==> src/rtl/pid_pkg.sv <==
package pid_pkg;

    typedef enum logic [1:0] {
        ST_OFF  = 2'd0,
        ST_WAIT = 2'd1,
        ST_FIRE = 2'd2
    } pid_state_e;

    // Codes 1 and 2 behave like the slower codes 8 and 9.
    function automatic logic [3:0] pid_eff_code(input logic [3:0] code);
        logic [3:0] r;
        if (code == 4'd1 || code == 4'd2) r = code + 4'd7;
        else                              r = code;
        return r;
    endfunction

endpackage

==> src/rtl/pid_tick_counter.sv <==
module pid_tick_counter #(
    parameter int CNT_W = 16
) (
    input  logic             clk,
    input  logic             rst_n,
    input  logic             tick_en,
    output logic [CNT_W-1:0] cnt_o
);
    always_ff @(posedge clk) begin
        if (!rst_n)       cnt_o <= '0;
        else if (tick_en) cnt_o <= cnt_o + 1'b1;
    end
endmodule

==> src/rtl/pid_rate_decode.sv <==
module pid_rate_decode #(
    parameter int CNT_W = 16,
    parameter int SEL_W = 4
) (
    input  logic [SEL_W-1:0] rate_sel,
    output logic             active_o,
    output logic [CNT_W-1:0] period_o,
    output logic [CNT_W-1:0] mask_o
);
    import pid_pkg::*;

    localparam int NCODES = 1 << SEL_W;

    logic [3:0]       eff;
    logic [CNT_W-1:0] per_tab [NCODES];

    // Build the period for every code, so that the lookup is a plain mux.
    generate
        for (genvar c = 0; c < NCODES; c++) begin : g_code
            localparam logic [3:0] EFF = pid_eff_code(4'(c));
            if (c == 0) begin : g_zero
                assign per_tab[c] = '0;
            end else begin : g_pow
                assign per_tab[c] = CNT_W'(1) << (EFF - 1);
            end
        end
    endgenerate

    assign eff      = pid_eff_code(4'(rate_sel));
    assign active_o = (rate_sel != '0);
    assign period_o = per_tab[rate_sel];
    assign mask_o   = active_o ? (period_o - 1'b1) : '0;

endmodule

==> src/rtl/pid_periodic_divider.sv <==
module pid_periodic_divider #(
    parameter int CNT_W = 16,
    parameter int SEL_W = 4
) (
    input  logic             clk,
    input  logic             rst_n,
    input  logic             tick_en,
    input  logic [SEL_W-1:0] rate_sel,
    input  logic             periodic_en,
    output logic             evt_o
);
    import pid_pkg::*;

    logic [CNT_W-1:0] cnt_q;
    logic [CNT_W-1:0] cnt_inc;
    logic [CNT_W-1:0] period;
    logic [CNT_W-1:0] mask;
    logic             active;
    logic [CNT_W-1:0] tgt_q, tgt_eff, tgt_d;
    logic [SEL_W-1:0] rate_q;
    logic             en_now, fresh, hit;
    pid_state_e       st_q, st_d;

    pid_tick_counter #(.CNT_W(CNT_W)) u_cnt (
        .clk     (clk),
        .rst_n   (rst_n),
        .tick_en (tick_en),
        .cnt_o   (cnt_q)
    );

    pid_rate_decode #(.CNT_W(CNT_W), .SEL_W(SEL_W)) u_dec (
        .rate_sel (rate_sel),
        .active_o (active),
        .period_o (period),
        .mask_o   (mask)
    );

    assign en_now  = periodic_en && active;
    // A new target is needed when the block is being armed or when the rate code has changed.
    assign fresh   = (st_q == ST_OFF) || (rate_sel != rate_q);
    assign tgt_eff = fresh ? ((cnt_q & ~mask) + period) : tgt_q;
    assign cnt_inc = cnt_q + 1'b1;
    assign hit     = en_now && tick_en && (cnt_inc == tgt_eff);
    assign tgt_d   = hit ? (tgt_eff + period) : tgt_eff;

    // Next-state logic.
    always_comb begin
        st_d = st_q;
        unique case (st_q)
            ST_OFF: begin
                if (!en_now)  st_d = ST_OFF;    // stay idle
                else if (hit) st_d = ST_FIRE;   // hit
                else          st_d = ST_WAIT;   // arm
            end
            ST_WAIT: begin
                if (!en_now)  st_d = ST_OFF;    // cancel
                else if (hit) st_d = ST_FIRE;   // hit
                else          st_d = ST_WAIT;   // wait, or retarget
            end
            ST_FIRE: begin
                if (!en_now)  st_d = ST_OFF;    // cancel
                else if (hit) st_d = ST_FIRE;   // hit
                else          st_d = ST_WAIT;   // rearm
            end
            default: st_d = ST_OFF;
        endcase
    end

    // State register.
    always_ff @(posedge clk) begin
        if (!rst_n) begin
            st_q   <= ST_OFF;
            tgt_q  <= '0;
            rate_q <= '0;
        end else begin
            st_q   <= st_d;
            rate_q <= rate_sel;
            tgt_q  <= en_now ? tgt_d : '0;
        end
    end

    // Output decode.
    always_comb begin
        evt_o = (st_q == ST_FIRE);
    end

endmodule

==> config.mk <==
export PLATFORM = sky130hd
export DESIGN_NAME = pid_periodic_divider
export DESIGN_NICKNAME = d
export VERILOG_FILES = /design/src/rtl/pid_pkg.sv /design/src/rtl/pid_tick_counter.sv /design/src/rtl/pid_rate_decode.sv /design/src/rtl/pid_periodic_divider.sv
export SDC_FILE = /design/constraint.sdc
export NUM_CORES = 1
export LEC_CHECK = 0
export ABC_AREA = 1
export BUFFER_PORTS_ARGS = -buffer_cell sky130_fd_sc_hd__buf_2
export CORE_AREA = 2 2 112 114
export DETAILED_ROUTE_END_ITERATION = 6
export DIE_AREA = 0 0 114 116
export PLACE_DENSITY = 0.66
export SLEW_MARGIN = 20
export SYNTH_ARGS = -nofsm -noshare
export SYNTH_HDL_FRONTEND = slang
export SYNTH_SLANG_ARGS = --single-unit
==> constraint.sdc <==
create_clock -name clk -period 4.5 [get_ports clk]
set_clock_uncertainty 0.15 [all_clocks]
set_input_delay 0.45 -clock clk [delete_from_list [all_inputs] [get_ports clk]]
set_output_delay 0.45 -clock clk [all_outputs]
set_load 0.01 [all_outputs]
# Yosys cells after proc, flatten, opt, wreduce, memory -nomap -nowiden
# Memory sizes are Yosys's and may differ from the RTL's.
# Index checks and enable logic that the tools add are counted.
dict set report op_classes {
  add_sub_neg 4
  n_lt_le_gt_ge 1
  n_eq_ne 4
  n_mux 6
  n_bitwise 3
  n_reduce_logical 9
}
# operator count
set op_table {}
lappend op_table {{$mux W16} 5}
lappend op_table {{$add A16 B16 Y16} 2}
lappend op_table {{$add A16 B1 Y16 const B} 1}
lappend op_table {{$and A16 B16 Y16} 1}
lappend op_table {{$eq A16 B16 Y1} 1}
lappend op_table {{$not A16 Y16} 1}
lappend op_table {{$sub A16 B1 Y16 const B} 1}
lappend op_table {{$ge A5 B5 Y1 const B} 1}
lappend op_table {{$not A4 Y5} 1}
lappend op_table {{$ne A4 B4 Y1} 1}
lappend op_table {{$reduce_bool A4 Y1} 1}
lappend op_table {{$logic_and A1 B1 Y1} 3}
lappend op_table {{$reduce_and A3 Y1} 1}
lappend op_table {{$reduce_or A3 Y1} 1}
lappend op_table {{$eq A2 B1 Y1 const B} 1}
lappend op_table {{$eq A2 B2 Y1 const B} 1}
lappend op_table {{$logic_not A2 Y1} 1}
lappend op_table {{$mux W2} 1}
lappend op_table {{$reduce_and A2 Y1} 1}
lappend op_table {{$logic_or A1 B1 Y1} 1}
dict set report word_totals {
  register_bits 38
  rom_bits 256
  out_inout_bits 1
  n_memories 1
}
# name words width read_ports rd_clocked_by_memory_dff write_ports line
set memory_table {}
lappend memory_table {{(no name shown)} 16 16 1 0 0 pid_rate_decode.sv:31} ;# assign period_o = per_tab[rate_sel];

# Longest topological paths before layout
# Gate-level depths: netlist of the first run.
dict set report logic_depth {
  ltp_word 13
  ltp_mapped 36
}

# Hierarchy
# Synthesis of the first run repeated with hierarchy kept, for this count alone.
dict set report unflattened {
  cells_unflattened 905
  hier_area_um2 5098.6
}
# mod n_inst cells_each area_per_inst_um2
set by_module_without_submodules {}
lappend by_module_without_submodules {pid_periodic_divider 1 700 3870.0}
lappend by_module_without_submodules {pid_tick_counter 1 126 845.8}
lappend by_module_without_submodules {pid_rate_decode 1 79 382.9}

# Least setup slack after synthesis of the first run
# OpenSTA, ideal clock, no wires.
dict set report synth_timing {
  path_type {input-to-reg}
  start {input rate_sel[3]}
  end {register tgt_q[15]}
  setup_ps 70
  t_arrival_ps 4146
  required_ps 4280
  setup_slack_ps 134
  path_stages 30
  n_path_buf 2
  cell_sequence {buf_4 nor2_1 inv_1 nor2_1 inv_1 ha_1 inv_1 nor3_1 o31ai_1 inv_1 ha_1 buf_2 or2_2 nand3_1 nand3b_1 nand2_1 nand2_1 nand2_1 inv_1 ha_1 nand2_1 nor2_1 nand3_1 o2111ai_1 nand2_1 nor2_1 nor2_1 xor2_1 nand4_1 a21oi_1}
}
dict set report synth_between {
  elab_chain_cells 13
  elab_cells_between_ends 20
  classes_between {3 x add/sub; 2 x eq/ne; 5 x mux; 3 x bitwise; 6 x reduce/logical; 1 x memory}
}
# item line
set synth_rtl {}
lappend synth_rtl {{from (decl)} pid_periodic_divider.sv:8} ;# input logic [SEL_W-1:0] rate_sel,
lappend synth_rtl {{branches (longest 13 deep; another with $mem_v2 Z16 W16)} --}
lappend synth_rtl {{to (signal assigned)} pid_periodic_divider.sv:78} ;# tgt_q <= en_now ? tgt_d : '0;
lappend synth_rtl {{to (decl)} pid_periodic_divider.sv:19} ;# logic [CNT_W-1:0] tgt_q, tgt_eff, tgt_d;
# Parallel ways; which one is timed is not known. The select of a mux whose other input is x is not followed.
# A chain may end at the register's enable or synchronous reset.

# Final worst setup path of the first run
dict set report layout_timing {
  start {input rate_sel[2]}
  end {register tgt_q[15]}
}
# Same word-level chain as after synthesis.

==> results.rst, run 1 <==
.. list-table::
   :header-rows: 1

   * - Metric
     - Value
   * - Register clock-pin slew on the reported worst setup and hold paths
     - 60 ps
   * - Met1 track demand over resource
     - 31.8%
   * - Placer Congestion
     - 0.934
   * - Antenna diode count
     - 0
   * - Worst hold slack after final layout
     - 379 ps
   * - Count of fill cells added during filler insertion
     - 1270
   * - Power density over the cells
     - 217 mW/mm^2
   * - Via count of the first global-routing pass
     - 4529
   * - Longest Clk Path Bufs
     - 2
   * - Met3 track demand over resource in global routing
     - 2.67%
   * - Post-layout net count
     - 895
   * - Synth-to-layout area growth
     - 16.7%
   * - Maximum number of pins on one net before global-route repair
     - 31
   * - Number of warnings issued by yosys
     - 0
   * - Number of detailed-routing iterations run before antenna repair
     - 7
   * - Crit path max fanout
     - 8
   * - Worst Setup Path Type
     - in -> reg
   * - Worst Hold Path EP
     - st_q[1]
   * - Final-report max-slew violation count
     - 0
   * - Flip-flop and latch count after synthesis
     - 38
   * - ANT nets after route
     - 0
   * - Total of endpoints with negative setup slack in the final report
     - 0
   * - Source of the worst hold timing path
     - st_q[1]
   * - Standby leakage power
     - 2.95 nW
   * - Slew headroom
     - 63.9%
   * - Crit-path slowest cell
     - sky130_fd_sc_hd__ha_1
   * - Slew @ Worst Pin
     - 535 ps
   * - Crit-path leading delay family
     - simple AND/OR/NAND/NOR gates
   * - Die outline width
     - 114 microns
   * - Worst endpoint data arrival time
     - 4290 ps
   * - Worst min path class
     - reg -> reg
   * - DRC violation count after routing
     - 0
   * - Placeable core area
     - 0.0119 sq mm
   * - Stage delay of the slowest cell on the critical path
     - 310 ps
   * - Maximum clock rate
     - 237 MHz
   * - Final-report hold violation count
     - 0
   * - Clock sink count
     - 38
   * - Insertion delay of the later-clocked pin in the worst-skew pair
     - 290 ps
   * - Fraction of the yosys area taken by sequential cells
     - 16.2%
   * - Gate count after technology mapping
     - 808
   * - Drt via density
     - 5.04
   * - Number of vias after detailed routing
     - 5060
   * - Io pins
     - 9
   * - Cell area after technology mapping
     - 0.00469 sq mm
   * - Commonest non-fill, non-tap cell in the layout
     - sky130_fd_sc_hd__nand2_1
   * - Number of stages on the worst hold path
     - 3
   * - Critical Path RT
     - 4570 ps
   * - Post-cts hold buffer count
     - 0
   * - Number of violations reported at the end of detailed-routing iteration 0
     - 339
   * - Kind of launch point of the worst setup path
     - input pin
   * - Post-detail-place hpwl
     - 11.8 mm
   * - Most Used Layer, Global Route
     - met2
   * - Worst VDD drop
     - 0.149 mV
   * - Final global-route overflow total
     - 0
   * - Register-to-Register Setup Slack
     - 890 ps
   * - Area of combinational cells with multiple inputs
     - 0.00346 sq mm
   * - Average detailed-routed wire length per instance
     - 14.4 microns
   * - DRT Wirelength
     - 14.5 mm
   * - Setup TNS
     - 0 ps
   * - Commonest cells after routing, fill and taps aside
     - sky130_fd_sc_hd__nand2_1 (239), sky130_fd_sc_hd__inv_1 (119), sky130_fd_sc_hd__nor2_1 (93), sky130_fd_sc_hd__nand3_1 (60), sky130_fd_sc_hd__buf_4 (51)
   * - H-tree lvl count
     - 2
   * - Max cap viols
     - 0
   * - Root buf cell
     - sky130_fd_sc_hd__clkbuf_16
   * - Initial antenna violation count
     - 0
   * - Origin of the critical flop-to-flop path
     - u_cnt.cnt_o[2]
   * - Final clock period utilization by the worst path
     - 93.9%
   * - FF+latch area
     - 761 sq um
   * - Die area
     - 0.0132 sq mm
   * - Mapped Avg Cell Area
     - 5.80 sq um
   * - Total of buffers placed on input and output ports
     - 8
   * - Number of cells traversed by the worst register-to-register path
     - 21
   * - CTS tree
     - built
   * - TritonCTS Buffers
     - 5
   * - Initial standard-cell utilization of the core
     - 39.4%
   * - Standard-cell rows
     - 40
   * - Wire length of the first global-routing pass
     - 22.8 mm
   * - CP Capture Type
     - flop
   * - Result of the run
     - completed
   * - Synth Net Count
     - 847
   * - Proportion of layout cells with a drive suffix above 1
     - 15.8%
   * - Critical Path Most Common Cell
     - sky130_fd_sc_hd__nand2_1
   * - Critical register-to-register path endpoint
     - tgt_q[15]
   * - Bufs and invs on worst path
     - 7
   * - Synth cell types
     - 43
   * - Final min period
     - 4220 ps
   * - Met2 Resource Use GR
     - 35.4%
   * - Die Y
     - 116 microns
   * - Total track usage
     - 21.9%
==> worst min-delay path: cells and delay by family (launching register included) <==
kind	cells	cell delay, ps
AO/OA/AOI/OAI	1	70
buffers and inverters	1	50
flip-flops	1	330
AND/OR/NAND/NOR	1	40
==> timing repair <==
item / 4_1_cts / 5_1_grt
endpoints found under the setup margin: 0 / 7
setup buffers: 0 / 2
gates resized for setup: 0 / 26
==> cells in the mapped netlist, drive strengths merged <==
cell / instances / area [sq um]
o31ai: 1 / 7.51
nor3: 11 / 77.6
nand3: 64 / 355
a21oi: 43 / 215
nor2: 109 / 462
clkbuf: 5 / 22.5
nand3b: 12 / 90.1
inv: 126 / 475
fa: 2 / 40.0
o21ai: 30 / 165
xor2: 17 / 156
dfxtp: 38 / 761
nand4: 29 / 209
buf: 13 / 95.1
or2: 10 / 72.6
and2: 1 / 6.26
nand2: 255 / 1010
xnor2: 4 / 42.6
o2111ai: 2 / 17.5
a31oi: 5 / 31.3
ha: 29 / 363
a21o: 2 / 15.0
==> state kept, by name, indices dropped and copies added (netlist names) <==
| register | count |
|---|---|
| st_q | 2 |
| u_cnt.cnt_o | 16 |
| tgt_q | 16 |
| rate_q | 4 |
==> cell type report <==
cell class | count | share of cell area, %
well taps | 147 | 3.36
clock buffers | 5 | 2.29
flip-flops and latches | 38 | 13.9
repair buffers | 59 | 7.73
multi-input cells | 626 | 63.3
clock inverters | 3 | 0.732
inverters | 126 | 8.69
==> report_power, final <==
part,switching (mW),internal (mW)
Sequential,0.0161,0.353
Combinational,0.259,0.149
Clock,0.151,0.260
Total,0.426,0.762
==> metal layers <==
metal,share of wire [%],vias up
met5,0,-
met4,1.1,0
met3,5.1,16
met2,44,116
met1,50,2258
li1,-,2670
==> kinds of logic (layout without fill, tap and decap cells) <==
logic type	Yosys count	count (layout)	synth area share, %
DFF	38	38	16.2
adders and majority gates	31	31	8.59
xor gates and xnor gates	21	21	4.24
AOI/OAI and AO/OA	83	83	9.63
buffers and inverters	144	193	12.6
and+or+nand+nor	491	491	48.7
==> worst max path at each step <==
stage	from	to	slack [ps]	cells past startpoint
floorplan	rate_sel[3]	tgt_q[15]	130	30
CTS	rate_sel[2]	tgt_q[15]	70	30
global route	rate_sel[2]	tgt_q[12]	-40	29
detailed placement	rate_sel[2]	tgt_q[15]	-210	30
global placement	rate_sel[0]	tgt_q[15]	-150	35
finish	rate_sel[2]	tgt_q[15]	280	31
==> stage by stage <==
step | power [mW] | std cells | area [sq um] | worst slack (ps) | utilization (%)
after detailed placement | 0.761 | 994 | 5160 | -205 | 43.4
after CTS | 1.17 | 1002 | 5330 | 74.6 | 44.7
after floorplan | 0.649 | 808 | 4690 | 134 | -
final | 1.19 | 1004 | 5470 | 276 | 45.9
after global routing | 1.26 | 1004 | 5470 | -40.9 | 45.9
after global placement | 0.759 | 994 | 5160 | -149 | 43.4
(Power assumes the default switching activity.)
==> run 2: changes to the inputs <==
Settings changed: REMOVE_ABC_BUFFERS from default to 1.
==> run 2 against run 1 <==
  * Cell area rose by 2.7%
  * Hold slack got worse by 93 ps
  * Critical path depth did not move
==> results.rst, run 2 (synthesis results as in run 1) <==
.. list-table::
   :header-rows: 1

   * - Metric
     - Value
   * - Result of the run
     - completed
   * - Final-report hold violation count
     - 0 (unchanged)
   * - Worst hold slack after final layout
     - 286 ps (-92.8 ps)
   * - Post-detail-place hpwl
     - 11.4 mm (-3.9%)
   * - Slew @ Worst Pin
     - 477 ps (-57.8 ps)
   * - Power density over the cells
     - 215 mW/mm^2 (-1.1%)
   * - Wire length of the first global-routing pass
     - 22.6 mm (-0.85%)
   * - Number of cells traversed by the worst register-to-register path
     - 21 (unchanged)
   * - Synth-to-layout area growth
     - 19.9%
   * - Number of vias after detailed routing
     - 5144 (+1.7%)
   * - Max cap viols
     - 0 (unchanged)
   * - Cell area after layout
     - 0.00562 sq mm (+2.7%)
   * - Final-report max-slew violation count
     - 0 (unchanged)
   * - Stage delay of the slowest cell on the critical path
     - 340 ps (+30 ps)
   * - Origin of the critical flop-to-flop path
     - u_cnt.cnt_o[2]
   * - DRC violation count after routing
     - 0 (unchanged)
   * - Via count of the first global-routing pass
     - 4703 (+3.8%)
   * - Crit path max fanout
     - 5 (-3)
   * - Register clock-pin slew on the reported worst setup and hold paths
     - 70 ps (about the same)
   * - Crit-path leading delay family
     - simple AND/OR/NAND/NOR gates
   * - Launching instance or port of the critical path
     - rate_sel[2]
   * - Critical Path End
     - tgt_q[15]
   * - Maximum clock rate
     - 238 MHz (+0.68%)
   * - CTS tree
     - built
   * - Worst VDD drop
     - 0.116 mV (-22%)
   * - Final global-route overflow total
     - 0 (unchanged)
   * - Critical register-to-register path endpoint
     - tgt_q[15]
   * - Count of fill cells added during filler insertion
     - 1304 (+2.7%)
   * - Die outline width
     - 114 microns (unchanged)
   * - Commonest non-fill, non-tap cell in the layout
     - sky130_fd_sc_hd__nand2_1
   * - Die Y
     - 116 microns (unchanged)
   * - Worst endpoint data arrival time
     - 4280 ps (about the same)
   * - Number of violations reported at the end of detailed-routing iteration 0
     - 367 (+8.3%)
   * - H-tree lvl count
     - 2 (unchanged)
   * - Proportion of layout cells with a drive suffix above 1
     - 18.5% (+2.8 points)
   * - Crit-path slowest cell
     - sky130_fd_sc_hd__ha_1
   * - Io pins
     - 9 (unchanged)
   * - Number of detailed-routing iterations run before antenna repair
     - 5 (-2)
   * - Worst min path class
     - in -> reg
   * - Final clock period utilization by the worst path
     - 93.2% (-0.63 points)
   * - Setup slack of the critical path after layout
     - 305 ps (+28.4 ps)
   * - Total of buffers placed on input and output ports
     - 8 (unchanged)
   * - Slew headroom
     - 68.2% (+4.2 points)
   * - Total track usage
     - 21.8% (-0.13 points)
   * - Longest Clk Path Bufs
     - 2 (unchanged)
   * - Dpl cell area
     - 0.00528 sq mm (+2.2%)
   * - CP Capture Type
     - flop
   * - Initial standard-cell utilization of the core
     - 39.4% (unchanged)
   * - Root buf cell
     - sky130_fd_sc_hd__clkbuf_16
   * - Util after Layout
     - 47.2% (+1.3 points)
   * - Initial antenna violation count
     - 0 (unchanged)
   * - Bufs and invs on worst path
     - 9 (+2)
   * - Registers with the highest flip-flop counts
     - tgt_q x16, u_cnt.cnt_o x16, rate_q x4
   * - Average detailed-routed wire length per instance
     - 13.8 microns (-4.4%)
   * - Post-Layout Cell Count
     - 1022 (+1.8%)
   * - Worst-case setup slack after placement
     - -94.6 ps (+111 ps)
   * - Area of combinational cells with multiple inputs
     - 0.00347 sq mm (+0.29%)
   * - Placer Congestion
     - 0.931 (-0.35%)
   * - Critical Path RT
     - 4580 ps (about the same)
   * - Placed Cells incl. Taps
     - 1009 (+1.5%)
   * - Drt via density
     - 5.03 (-0.13%)
   * - Commonest cells after routing, fill and taps aside
     - sky130_fd_sc_hd__nand2_1 (237), sky130_fd_sc_hd__inv_1 (116), sky130_fd_sc_hd__nor2_1 (90), sky130_fd_sc_hd__buf_4 (69), sky130_fd_sc_hd__nand3_1 (59)
   * - Logic depth of the worst path, buffers included
     - 31 (unchanged)
   * - TritonCTS Buffers
     - 5 (unchanged)
   * - Antenna diode count
     - 0 (unchanged)
   * - Maximum number of pins on one net before global-route repair
     - 31 (unchanged)
   * - Post-cts hold buffer count
     - 0 (unchanged)
   * - Worst Setup Path Type
     - in -> reg
   * - ANT nets after route
     - 0 (unchanged)
   * - Post-layout net count
     - 913 (+2.0%)
   * - Kind of launch point of the worst setup path
     - input pin
   * - Clock sink count
     - 38 (unchanged)
   * - Placeable core area
     - 0.0119 sq mm (unchanged)
   * - FF+latch area
     - 761 sq um (unchanged)
   * - Total of endpoints with negative setup slack in the final report
     - 0 (unchanged)
   * - Final min period
     - 4200 ps (-28.4 ps)
   * - Standby leakage power
     - 3.03 nW (+2.9%)
   * - Critical Path Most Common Cell
     - sky130_fd_sc_hd__nand2_1
   * - Insertion delay of the later-clocked pin in the worst-skew pair
     - 300 ps (about the same)
   * - Standard-cell rows
     - 40 (unchanged)
   * - Die area
     - 0.0132 sq mm (unchanged)
   * - Register-to-Register Setup Slack
     - 860 ps (-30 ps)
   * - DRT Wirelength
     - 14.1 mm (-2.7%)
==> run 2: worst min-delay path by stage <==
stage	depth (start not counted)	endpoint	from
detailed placement	2	u_cnt.cnt_o[13]	u_cnt.cnt_o[13]
CTS	3	rate_q[1]	rate_sel[1]
finish	3	rate_q[1]	rate_sel[1]
global placement	2	u_cnt.cnt_o[13]	u_cnt.cnt_o[13]
global route	3	rate_q[1]	rate_sel[1]
floorplan	2	u_cnt.cnt_o[13]	u_cnt.cnt_o[13]
==> run 2: where the power goes <==
group	leakage, nW	internal (mW)	switching, mW	total (mW)
registers	0.312	0.353	0.0156	0.368
clock network	0.0760	0.262	0.163	0.425
logic	2.64	0.158	0.255	0.413
==> run 2: per-stage QoR <==
stage / TNS [ps] / power (mW)
after floorplan: 0 / 0.635
after global placement: -137 / 0.762
after detailed placement: -94.6 / 0.765
after CTS: 0 / 1.19
after global routing: -2.70 / 1.27
final: 0 / 1.21
==> run 2: worst min-delay path, stage by stage <==
cell and delay, ps:
sky130_fd_sc_hd__buf_2 150, sky130_fd_sc_hd__nand2_1 60, sky130_fd_sc_hd__inv_1 30
==> run 2: cell type report <==
type	instances	area share (%)
multi-input combinational	626	61.8
tap	147	3.27
timing repair buffer	77	9.92
clock buffer	5	2.23
clock inverter	3	0.801
sequential	38	13.5
inverter	126	8.46
==> run 2: timing repair <==
action,CTS,global route
setup buffers,0,5
setup endpoints to repair,0,6
resized for setup,0,33
==> run 2: layer usage <==
| layer | GRT usage [%] | up-vias | part of all wire (%) |
|---|---|---|---|
| li1 | - | 2704 | - |
| met1 | 29.1 | 2288 | 48 |
| met2 | 36.1 | 128 | 44 |
| met3 | 3.45 | 24 | 5.1 |
| met4 | 6.83 | 0 | 2.9 |
| met5 | 0 | - | 0 |
